===== config.mk =====
export PLATFORM = sky130hd
export DESIGN_NAME = fragFmtTop
export DESIGN_NICKNAME = d
export VERILOG_FILES = /design/src/rtl/fragFmtPkg.sv /design/src/rtl/fragFmtCtrl.sv /design/src/rtl/fragFmtData.sv /design/src/rtl/fragFmtTop.sv
export SDC_FILE = /design/constraint.sdc
export NUM_CORES = 1
export LEC_CHECK = 0
export BUFFER_PORTS_ARGS = -buffer_cell sky130_fd_sc_hd__buf_2
export CORE_MARGIN = 2
export CORE_UTILIZATION = 54
export DETAILED_ROUTE_END_ITERATION = 8
export PLACE_DENSITY = 0.91
export SYNTH_ARGS = -nofsm -noshare
export SYNTH_HDL_FRONTEND = slang
export SYNTH_SLANG_ARGS = --single-unit

===== constraint.sdc =====
create_clock -name clk -period 5.8 [get_ports clk]
set_input_delay 0.29 -clock clk [delete_from_list [all_inputs] [get_ports clk]]
set_output_delay 0.29 -clock clk [all_outputs]
set_load 0.02 [all_outputs]

===== src/rtl/fragFmtPkg.sv =====
package fragFmtPkg;
  localparam int WORD_W      = 16;
  localparam int MAX_BUCKETS = 10;
  localparam int BX_W        = 12;
  localparam int DSTATE_W    = 2;
  localparam int CFG_W       = 4;
  localparam int IDX_W       = $clog2(MAX_BUCKETS);
  localparam int ADDR_W      = WORD_W - 1;
  localparam int PAD_W       = WORD_W - BX_W - DSTATE_W;
  localparam int SAMPLES_W   = WORD_W * MAX_BUCKETS;

  typedef enum logic [2:0] {
    PH_IDLE,
    PH_HDR,
    PH_BX,
    PH_DATA,
    PH_SUM,
    PH_TRAIL
  } fragPhase_e;

  typedef struct packed {
    logic              load;
    logic              advance;
    logic              outValid;
    fragPhase_e        phase;
    logic [IDX_W-1:0]  bucketIdx;
  } fmtCtrl_t;

  function automatic logic [CFG_W-1:0] clampBuckets(input logic [CFG_W-1:0] req);
    if (req == '0 || req > CFG_W'(MAX_BUCKETS)) return CFG_W'(MAX_BUCKETS);
    return req;
  endfunction
endpackage


===== src/rtl/fragFmtCtrl.sv =====
module fragFmtCtrl
  import fragFmtPkg::*;
(
  input  logic             clk,
  input  logic             rstN,
  input  logic [CFG_W-1:0] cfgBuckets,
  input  logic             evtValid,
  input  logic             fifoFull,
  output logic             evtReady,
  output fmtCtrl_t         ctrl
);
  fragPhase_e       phaseQ, phaseD;
  logic [IDX_W-1:0] cntQ, cntD;
  logic [IDX_W-1:0] lastQ, lastD;
  logic [CFG_W-1:0] nEff, nEffM1;
  logic             load, advance, busy;

  assign nEff    = clampBuckets(cfgBuckets);
  assign nEffM1  = nEff - CFG_W'(1);
  assign busy    = (phaseQ != PH_IDLE);
  assign load    = !busy && evtValid;
  assign advance = busy && !fifoFull;

  always_comb begin
    phaseD = phaseQ;
    cntD   = cntQ;
    lastD  = lastQ;
    if (load) begin
      phaseD = PH_HDR;
      cntD   = '0;
      lastD  = nEffM1[IDX_W-1:0];
    end else if (advance) begin
      unique case (phaseQ)
        PH_HDR:   phaseD = PH_BX;
        PH_BX:    begin phaseD = PH_DATA; cntD = '0; end
        PH_DATA:  begin
          if (cntQ == lastQ) phaseD = PH_SUM;
          else               cntD   = cntQ + IDX_W'(1);
        end
        PH_SUM:   phaseD = PH_TRAIL;
        PH_TRAIL: phaseD = PH_IDLE;
        default:  phaseD = PH_IDLE;
      endcase
    end
  end

  always_ff @(posedge clk) begin
    if (!rstN) begin
      phaseQ <= PH_IDLE;
      cntQ   <= '0;
      lastQ  <= '0;
    end else begin
      phaseQ <= phaseD;
      cntQ   <= cntD;
      lastQ  <= lastD;
    end
  end

  assign evtReady       = !busy;
  assign ctrl.load      = load;
  assign ctrl.advance   = advance;
  assign ctrl.outValid  = busy;
  assign ctrl.phase     = phaseQ;
  assign ctrl.bucketIdx = cntQ;


  ready_excl_chk: assert property (@(posedge clk) disable iff (!rstN)
    evtReady |-> !ctrl.outValid);


  idx_bound_chk: assert property (@(posedge clk) disable iff (!rstN)
    cntQ < IDX_W'(MAX_BUCKETS));


  idx_step_chk: assert property (@(posedge clk) disable iff (!rstN)
    (phaseQ == PH_DATA && advance && cntQ != lastQ) |=>
      (phaseQ == PH_DATA && cntQ == $past(cntQ) + IDX_W'(1)));


  idle_after_trail_chk: assert property (@(posedge clk) disable iff (!rstN)
    (phaseQ == PH_TRAIL && advance) |=> evtReady);
endmodule


===== src/rtl/fragFmtData.sv =====
module fragFmtData
  import fragFmtPkg::*;
(
  input  logic                clk,
  input  logic                rstN,
  input  fmtCtrl_t            ctrl,
  input  logic [CFG_W-1:0]    cfgBuckets,
  input  logic [WORD_W-1:0]   evtId,
  input  logic [BX_W-1:0]     evtCrossing,
  input  logic [DSTATE_W-1:0] evtState,
  input  logic [SAMPLES_W-1:0] evtSamples,
  input  logic [MAX_BUCKETS-1:0] evtSampleErr,
  input  logic [WORD_W-1:0]   evtSum,
  input  logic [ADDR_W-1:0]   evtAddr,
  output logic [WORD_W-1:0]   outWord
);
  logic [WORD_W-1:0]      idQ, sumQ;
  logic [BX_W-1:0]        bxQ;
  logic [DSTATE_W-1:0]    stateQ;
  logic [ADDR_W-1:0]      addrQ;
  logic                   errQ;
  logic [WORD_W-1:0]      sampleQ [MAX_BUCKETS];
  logic [MAX_BUCKETS-1:0] errHit;
  logic [CFG_W-1:0]       nEff;

  assign nEff = clampBuckets(cfgBuckets);

  for (genvar g = 0; g < MAX_BUCKETS; g++) begin : gSample
    assign errHit[g] = evtSampleErr[g] && (CFG_W'(g) < nEff);
    always_ff @(posedge clk) begin
      if (!rstN)          sampleQ[g] <= '0;
      else if (ctrl.load) sampleQ[g] <= evtSamples[g*WORD_W +: WORD_W];
    end
  end

  always_ff @(posedge clk) begin
    if (!rstN) begin
      idQ    <= '0;
      sumQ   <= '0;
      bxQ    <= '0;
      stateQ <= '0;
      addrQ  <= '0;
      errQ   <= 1'b0;
    end else if (ctrl.load) begin
      idQ    <= evtId;
      sumQ   <= evtSum;
      bxQ    <= evtCrossing;
      stateQ <= evtState;
      addrQ  <= evtAddr;
      errQ   <= |errHit;
    end
  end

  always_comb begin
    unique case (ctrl.phase)
      PH_HDR:   outWord = idQ;
      PH_BX:    outWord = {{PAD_W{1'b0}}, stateQ, bxQ};
      PH_DATA:  outWord = sampleQ[ctrl.bucketIdx];
      PH_SUM:   outWord = sumQ;
      PH_TRAIL: outWord = {errQ, addrQ};
      default:  outWord = '0;
    endcase
  end


  stall_hold_chk: assert property (@(posedge clk) disable iff (!rstN)
    (ctrl.outValid && !ctrl.advance) |=> (ctrl.outValid && $stable(outWord)));


  load_idle_chk: assert property (@(posedge clk) disable iff (!rstN)
    ctrl.load |-> !ctrl.outValid);
endmodule


===== src/rtl/fragFmtTop.sv =====
module fragFmtTop
  import fragFmtPkg::*;
(
  input  logic                   clk,
  input  logic                   rstN,
  input  logic [CFG_W-1:0]       cfgBuckets,
  input  logic                   evtValid,
  output logic                   evtReady,
  input  logic [WORD_W-1:0]      evtId,
  input  logic [BX_W-1:0]        evtCrossing,
  input  logic [DSTATE_W-1:0]    evtState,
  input  logic [SAMPLES_W-1:0]   evtSamples,
  input  logic [MAX_BUCKETS-1:0] evtSampleErr,
  input  logic [WORD_W-1:0]      evtSum,
  input  logic [ADDR_W-1:0]      evtAddr,
  input  logic                   fifoFull,
  output logic                   outValid,
  output logic [WORD_W-1:0]      outWord
);
  fmtCtrl_t ctrl;

  fragFmtCtrl u_ctrl (
    .clk        (clk),
    .rstN       (rstN),
    .cfgBuckets (cfgBuckets),
    .evtValid   (evtValid),
    .fifoFull   (fifoFull),
    .evtReady   (evtReady),
    .ctrl       (ctrl)
  );

  fragFmtData u_data (
    .clk          (clk),
    .rstN         (rstN),
    .ctrl         (ctrl),
    .cfgBuckets   (cfgBuckets),
    .evtId        (evtId),
    .evtCrossing  (evtCrossing),
    .evtState     (evtState),
    .evtSamples   (evtSamples),
    .evtSampleErr (evtSampleErr),
    .evtSum       (evtSum),
    .evtAddr      (evtAddr),
    .outWord      (outWord)
  );

  assign outValid = ctrl.outValid;
endmodule


======== Word-level counts from Yosys, hierarchy flattened ========
Memory sizes are Yosys's and may differ from the RTL's. A register that Yosys moved wholly into a read port is not among the register bits.
Cells that the tools add are included.
storage, ports and cells
  bits in registers ....................... 73
  bits in writable memories ............... 160
  bits of input ports ..................... 239
  output and inout port bits .............. 18
  memories ................................ 1
  logic and storage cells ................. 94
memory list
  memory          words  width  rd ports  clocked after memory_dff  write ports  RTL line           text
  u_data.sampleQ  10     16     1         1                         10           fragFmtData.sv:22  logic [WORD_W-1:0] sampleQ [MAX_BUCKETS];
operators by class
  reduce and logical (&&, ||, !) cells .... 24
  bitwise operators ....................... 11
  mux-type cells .......................... 26
  $add $sub $neg .......................... 2
  magnitude comparators ................... 11
  eq/ne operators ......................... 9
operators with widths
  kind                   number
  $mux W16               10
  $pmux W16 S5           1
  $mux W4                5
  $lt A3 B4 Y1 const A   4
  $logic_and A1 B1 Y1    12
  $pmux W3 S4            1
  $or A1 B1 Y1           10
  $reduce_or A10 Y1      1
  $lt A1 B4 Y1 const A   2
  $lt A2 B4 Y1 const A   2
  $lt A4 B4 Y1 const A   2
  $pmux W4 S2            1
  $mux W1                7
  $eq A3 B2 Y1 const B   2
  $eq A3 B3 Y1 const B   2
  $add A4 B1 Y4 const B  1
  $eq A4 B4 Y1           1
  $gt A4 B4 Y1 const B   1
  $logic_not A4 Y1       1
  $reduce_and A2 Y1      2
  $reduce_bool A2 Y1     2
  $sub A4 B1 Y4 const B  1
  $eq A3 B1 Y1 const B   1
  $mux W3                1
  9 further kinds        10

======== Longest topological paths before layout ========
Gate-level depths: netlist of run 1.
  depth in word-level cells ............... 7
  gate-level depth with buffers ........... 8
  mapped depth without buffers ............ 7

======== Cells and area by module ========
Synthesis of run 1 repeated with hierarchy kept, for this count alone.
unflattened totals
  cell total of the unflattened synthesis .. 831
  area, all modules ....................... 10905.5 um^2
modules (own cells, without submodules)
  module       area an instance (um^2)  instances  seq. area each (um^2)  cells each
  fragFmtData  10146.0                  1          6045.8                 745
  fragFmtCtrl  759.5                    1          220.2                  86

======== Worst setup path after synthesis of run 1 ========
OpenSTA, ideal clock, no wires.
  path type ............................... register to register
  start point ............................. register u_ctrl.phaseQ[1]
  end point ............................... register with a tool-made name
  path buffers ............................ 1
  stages on the path, launching flop included .. 8
  arrival time ............................ 4.903 ns
  clock period less this slack ............ 5.229 ns
  required time ........................... 5.474 ns
  setup slack ............................. 0.571 ns
  library setup time ...................... 0.326 ns
  path through ............................ dfxtp_1 nor2_1 nand2_1 inv_1 nand2_1 buf_2 nand2_1 o22ai_1
RTL lines
  item                    RTL line           text
  from (decl)             fragFmtCtrl.sv:12  fragPhase_e phaseQ, phaseD;
  from (signal assigned)  fragFmtCtrl.sv:53  phaseQ <= phaseD;

======== Worst setup path after layout of run 1 ========
  start point ............................. register u_ctrl.phaseQ[1]
  end point ............................... output port outWord[4]
on the way
  longest elaborated chain between the ends .. 2
  elaborated cells on any way between the ends .. 6
  classes of those cells .................. eq/ne: 5; mux: 1
RTL lines
  item                                  RTL line           text
  $eq A3 B3 Y1 (tied with other cells)  fragFmtData.sv:55  unique case (ctrl.phase)
  $pmux W16 S5 *                        fragFmtData.sv:55
  to (decl)                             fragFmtTop.sv:18   output logic [WORD_W-1:0] outWord
Every way passes the cells marked *; elsewhere a longest branch is shown, timed or not.

==> flow_summary.json, run 1 <==
{
  "leakagePower_nw": 5.13,
  "io_pins": 257,
  "hold_violations": 0,
  "clock-root-buffer": "clkbuf_16",
  "tns_ps": 0,
  "final_nets": 1338,
  "slew_headroom_pct": 20.0,
  "dieArea_um2": 21200,
  "synth_cell_types": 52,
  "cts-resized-gates": 0,
  "layout-drive-gt1-share_pct": 31.0,
  "start_util_pct": 55.4,
  "syn_area_um2": 10800,
  "grt_max_degree": 162,
  "synth_seq_cells": 237,
  "utilization_pct": 66.4,
  "crit_type": "register to output port",
  "drtIter0Drc": 465,
  "drc": 0,
  "numCtsBuffers": 26,
  "wirelength_um": 26200,
  "cts_tree": "done",
  "nFillCells": 1415,
  "syn_nets": 1117,
  "hold_buffers": 0,
  "power_density_nw_per_um2": 320,
  "place_hpwl_um": 18300,
  "worst_ep_arrival_time_ps": 3130,
  "mostFrequentLayoutCells": "buf_2 (256), and2_1 (161), edfxtp_1 (160), nand2_1 (131), dfxtp_1 (75)",
  "path_clk_slew_ps": 60,
  "hold_path_class": "input pin to register",
  "vias_per_cell": 5.48,
  "synthToLayoutAreaGrowth_pct": 19.9,
  "pre_cts_ws_ps": 2780,
  "fmax_mhz": 292,
  "yosys.area_share.simple_pct": 16.3,
  "cts_setup_buffers": 0,
  "grt_pass1_wl_um": 39800,
  "syn_inst": 876,
  "place_congestion": 0.826,
  "port_buffers": 256,
  "timing.final.crit_share_pct": 59.0,
  "ir_drop_mv": 0.235,
  "rows": 51,
  "rsz0062_at_grt": "no",
  "worst_pin_slew_ps": 1200,
  "synth_seq_area_share_pct": 58.7,
  "synth_xor_area_share_pct": 0.475,
  "skew_ps": 9.92,
  "core_area_um2": 19500,
  "globalRoute.totalOverflow": 0,
  "antenna_found_initial": 0,
  "layout_commonest_cell": "buf_2",
  "multiInputGateArea_um2": 4150,
  "yosys_warnings": 0,
  "fin_crit_ps": 3420,
  "final_max_slew_viol_count": 0,
  "status": "finished, final reports clean",
  "insertedDiodeCount": 0,
  "synth_top_family_by_area": "simple AND/OR/NAND/NOR gates",
  "critPathLaunchType": "register",
  "post_drt_wl_per_cell_um": 19.0,
  "avgSynthCellArea_um2": 12.3,
  "synthMuxAreaShare_pct": 11.4,
  "drtPass1Iterations": 5,
  "crit_required_ps": 5510,
  "synth_compound_area_share_pct": 9.78,
  "max-cap-violations": 0,
  "die_width_um": 145,
  "seq_area_um2": 6350,
  "grt_use_total_pct": 24.1,
  "num_vias": 7553,
  "cts_sinks": 237,
  "drtAntennaViolNets": 0,
  "setup_viol_count_final": 0,
  "htree_levels": 1,
  "cp_max_fo": 21,
  "setup_ws_ps": 2380,
  "endpoint_kind": "output port",
  "synth_fa_ha_area_share_pct": 0.232,
  "clock_latency_ps": 510,
  "die_h_um": 145,
  "r2r_slack_ps": 2710,
  "grt_pass1_vias": 7403,
  "cts_buffer_depth": 3
}
## per-stage QoR
step | hold WS [ps] | instances | power, W | area [µm²]
5_1_grt | 15.8 | 1379 | 0.00431 | 13000
3_5_place_dp | 456 | 1334 | 0.00266 | 12200
6_report | 24.1 | 1379 | 0.00415 | 13000
4_1_cts | 7.49 | 1379 | 0.00417 | 13000
2_1_floorplan | 435 | 876 | 0.00246 | 10800
3_3_place_gp | 448 | 1334 | 0.00263 | 12200
## cell type report
cell class / instances / share of cell area (%)
clock inverter: 10 / 0.579
clock buffer: 35 / 5.45
sequential: 237 / 49.0
multi-input combinational: 567 / 32.0
inverter: 4 / 0.116
tap: 265 / 2.56
timing repair buffer: 261 / 10.3
## routing by layer
layer  up-vias  wire, µm  track usage (%)
met2       367     12500             39.6
met1      3567     10900             32.8
li1       3583         -                -
met5         -         0                0
met4         0       550             6.32
met3        36      2210             5.42
## worst max-delay path: stages, from the launching register on
cell       delay (ps)
dfxtp_1           790
inv_1             240
nor3_2            880
a2bb2oi_1         240
o221ai_1          220
buf_2             240
## where the power goes
| part | internal [W] | switching (W) | total, W |
|---|---|---|---|
| logic | 0.000223 | 0.000315 | 0.000537 |
| registers | 0.00202 | 0.0000731 | 0.00209 |
| clock network | 0.000891 | 0.000631 | 0.00152 |
## sequential cells by signal, indices dropped and copies added (netlist names), named ones only
| signal | flops |
|---|---|
| u_data.sampleQ | 160 |
| u_data.idQ | 16 |
| u_data.sumQ | 16 |
| u_data.addrQ | 15 |
| u_data.bxQ | 12 |
| u_ctrl.cntQ | 4 |
| u_ctrl.lastQ | 4 |
| u_ctrl.phaseQ | 3 |
| u_data.stateQ | 2 |
| u_data.errQ | 1 |
## synthesized netlist by cell type, drive strengths merged
master | n | share of area [%]
and2 | 162 | 9.4
edfxtp | 160 | 44
nand2 | 133 | 4.6
dfxtp | 77 | 14
a21boi | 62 | 4.3
mux2i | 45 | 4.2
clkbuf | 35 | 1.3
buf | 33 | 1.6
mux4 | 32 | 6.7
nor2 | 17 | 0.59
o221ai | 16 | 1.3
a2bb2oi | 14 | 1.1
a31oi | 13 | 0.75
o21ai | 8 | 0.37
a21oi | 5 | 0.23
a22oi | 5 | 0.35
mux2 | 5 | 0.52
nand3 | 5 | 0.23
inv | 4 | 0.14
o211a | 4 | 0.37
o211ai | 4 | 0.28
xor2 | 4 | 0.39
and3 | 3 | 0.17
nand2b | 3 | 0.20
nor2b | 3 | 0.24
ha | 2 | 0.23
nor3 | 2 | 0.093
nor4 | 2 | 0.25
o31ai | 2 | 0.14
or4 | 2 | 0.14
or4b | 2 | 0.19
a2111oi | 1 | 0.081
a211oi | 1 | 0.069
a41o | 1 | 0.093
nand3b | 1 | 0.069
nand4 | 1 | 0.058
o21bai | 1 | 0.069
o221a | 1 | 0.10
o22ai | 1 | 0.058
o32ai | 1 | 0.081
or2 | 1 | 0.058
or3 | 1 | 0.058
xnor2 | 1 | 0.081
## logic make-up after synthesis
kind of cell / after synthesis
buffers and inverters: 72
multiplexers: 82
AND/OR/NAND/NOR: 338
flip-flops: 237
AO/OA/AOI/OAI: 140
adder cells (fa/ha/maj): 2
XOR/XNOR: 5
## worst paths after layout
kind                                                    start                                  to  cells past startpoint
worst min register to register   u_data.addrQ[2]$_SDFFE_PN0P_        u_data.addrQ[2]$_SDFFE_PN0P_                      2
worst max-delay path            u_ctrl.phaseQ[1]$_SDFFE_PP0P_                          outWord[4]                      5
worst max register to register  u_ctrl.phaseQ[2]$_SDFFE_PP0P_  u_data.sampleQ[9][6]$_SDFFCE_PN0P_                      6
worst min-delay path                               evtSum[10]        u_data.sumQ[10]$_SDFFE_PN0P_                      3
(Power assumes the default switching activity.)
==> inputs of run 2 (changes only) <==
Settings changed: CORE_UTILIZATION 54 to 49, PLACE_DENSITY 0.91 to 0.88.
Clock period 5.8 ns to 3.1 ns, I/O delays scaled along.
==> run 2 against run 1 <==
  * Die area increased by 9.9%
  * Critical path type is now register to register
  * Register-to-register slack got worse by 2600 ps
  * First-iteration DRC count increased by 100%
==> flow_summary.json, run 2 (synthesized netlist as in run 1, its figures left out) <==
{
  "status": "finished, final reports clean",
  "synthToLayoutAreaGrowth_pct": 42.3,
  "max-cap-violations": 0,
  "cts_tree": "done",
  "p_int_w": 0.00614,
  "die_width_um": 153,
  "drtPass1Iterations": 5,
  "holdWs_ps": 45.8,
  "switchingPower_w": 0.00210,
  "io_pins": 257,
  "switching_share_pct": 25.4,
  "pwr-share-clk_pct": 36.4,
  "drtIter0Drc": 931,
  "mostFrequentLayoutCells": "buf_2 (256), dlygate4sd3_1 (225), and2_1 (161), edfxtp_1 (160), nand2_1 (131)",
  "timing.final.crit_share_pct": 96.1,
  "layout_commonest_cell": "buf_2",
  "post_drt_wl_per_cell_um": 21.6,
  "place_congestion": 0.835,
  "leakagePower_nw": 6.16,
  "crit_required_ps": 3490,
  "grt-busiest-layer": "met2",
  "tns_ps": 0,
  "port_buffers": 256,
  "cts_sinks": 237,
  "layout-drive-gt1-share_pct": 26.6,
  "slew_headroom_pct": 43.5,
  "place_hpwl_um": 19900,
  "drtAntennaViolNets": 0,
  "numCtsBuffers": 25,
  "die_h_um": 153,
  "fin_crit_ps": 2980,
  "grt_pass1_vias": 9478,
  "drc": 0,
  "nFillCells": 1342,
  "grtUsageMet2_pct": 52.5,
  "seq_area_um2": 6350,
  "hold_path_class": "input pin to register",
  "antenna_found_initial": 2,
  "setup_viol_count_final": 0,
  "cts_buffer_depth": 3,
  "path_clk_slew_ps": 60,
  "endpoint_kind": "register",
  "regMostFlops": "u_data.sampleQ",
  "worst_pin_slew_ps": 846,
  "dieArea_um2": 23300,
  "skew_ps": 18.0,
  "rows": 54,
  "largest_register_ffs": 160,
  "grt_pass1_wl_um": 53100,
  "seqPwrFrac_pct": 47.9,
  "fmax_mhz": 336,
  "cts_setup_buffers": 0,
  "ir_drop_mv": 0.395,
  "p_comb_share_pct": 15.7,
  "final_max_slew_viol_count": 0,
  "power_density_nw_per_um2": 536,
  "hold_violations": 0,
  "critPathLaunchType": "register",
  "core_area_um2": 21800,
  "num_vias": 9008,
  "clock-root-buffer": "clkbuf_16",
  "grt_use_total_pct": 29.5,
  "start_util_pct": 49.7,
  "vias_per_cell": 5.53,
  "htree_levels": 1,
  "grt_max_degree": 70,
  "wirelength_um": 35200,
  "globalRoute.totalOverflow": 0,
  "rsz0062_at_grt": "no",
  "crit_type": "register to register",
  "largestRegisters": "u_data.sampleQ: 160 flops, u_data.idQ: 16 flops, u_data.sumQ: 16 flops",
  "grt_use_met3_pct": 6.57,
  "final_nets": 1574,
  "cp_max_fo": 64,
  "worst_ep_arrival_time_ps": 3370,
  "grtUsageMet1_pct": 35.5,
  "multiInputGateArea_um2": 4150,
  "clock_latency_ps": 530
}
[run 2: stage by stage]
stage,util (%),total power [W],setup WS [ps],cell area [µm²],std cells
2_1_floorplan,-,0.00457,476,10800,876
6_report,70.7,0.00824,121,15400,1630
3_3_place_gp,56.5,0.00496,696,12300,1361
4_1_cts,70.6,0.00817,177,15400,1628
5_1_grt,70.7,0.00849,15.7,15400,1630
3_5_place_dp,56.5,0.00501,675,12300,1361
[run 2: cell type report]
type	count	share of cell area (%)
sequential	237	41.3
multi-input combinational	567	27.0
timing repair buffer	498	24.0
clock buffer	33	4.53
tap	280	2.28
clock inverter	9	0.757
inverter	4	0.0976
antenna	2	0.0325
[run 2: timing repair]
action / 4_1_cts / 5_1_grt
hold buffers: 225 / 0
endpoints found under the hold margin: 223 / 0
resized for setup: 0 / 1
setup endpoints to repair: 0 / 1
[run 2: metal layers]
layer / part of all wire (%) / vias up
li1: - / 4065
met5: 0 / -
met4: 3.6 / 0
met1: 37 / 4316
met2: 50 / 534
met3: 8.9 / 93
[run 2: critical path, cell delays in order (launching register included)]
cell and delay, ps:
dfxtp_1 470, inv_1 390, nand2_1 130, inv_1 140, nand2_2 120, buf_6 260
a2111oi_0 590, dlygate4sd3_1 660, a31oi_1 90
[run 2: power by group through the flow]
stage          clock network (W)  registers, W  logic (W)
2_1_floorplan                  0       0.00391   0.000661
6_report                 0.00300       0.00394    0.00130
4_1_cts                  0.00300       0.00392    0.00124
3_5_place_dp                   0       0.00399    0.00102
3_3_place_gp                   0       0.00396   0.000998
5_1_grt                  0.00314       0.00396    0.00139
[run 2: worst paths after layout]
| kind | endpoint | slack [ps] | startpoint | cells after the start |
|---|---|---|---|---|
| worst max register to register | u_data.errQ$_SDFFE_PN0P_ | 120 | u_ctrl.phaseQ[2]$_SDFFE_PP0P_ | 8 |
| worst min register to register | u_data.idQ[2]$_SDFFE_PN0P_ | 470 | u_data.idQ[2]$_SDFFE_PN0P_ | 2 |
| worst max-delay path | u_data.errQ$_SDFFE_PN0P_ | 120 | u_ctrl.phaseQ[2]$_SDFFE_PP0P_ | 8 |
| worst min-delay path | u_data.errQ$_SDFFE_PN0P_ | 50 | evtSampleErr[4] | 3 |
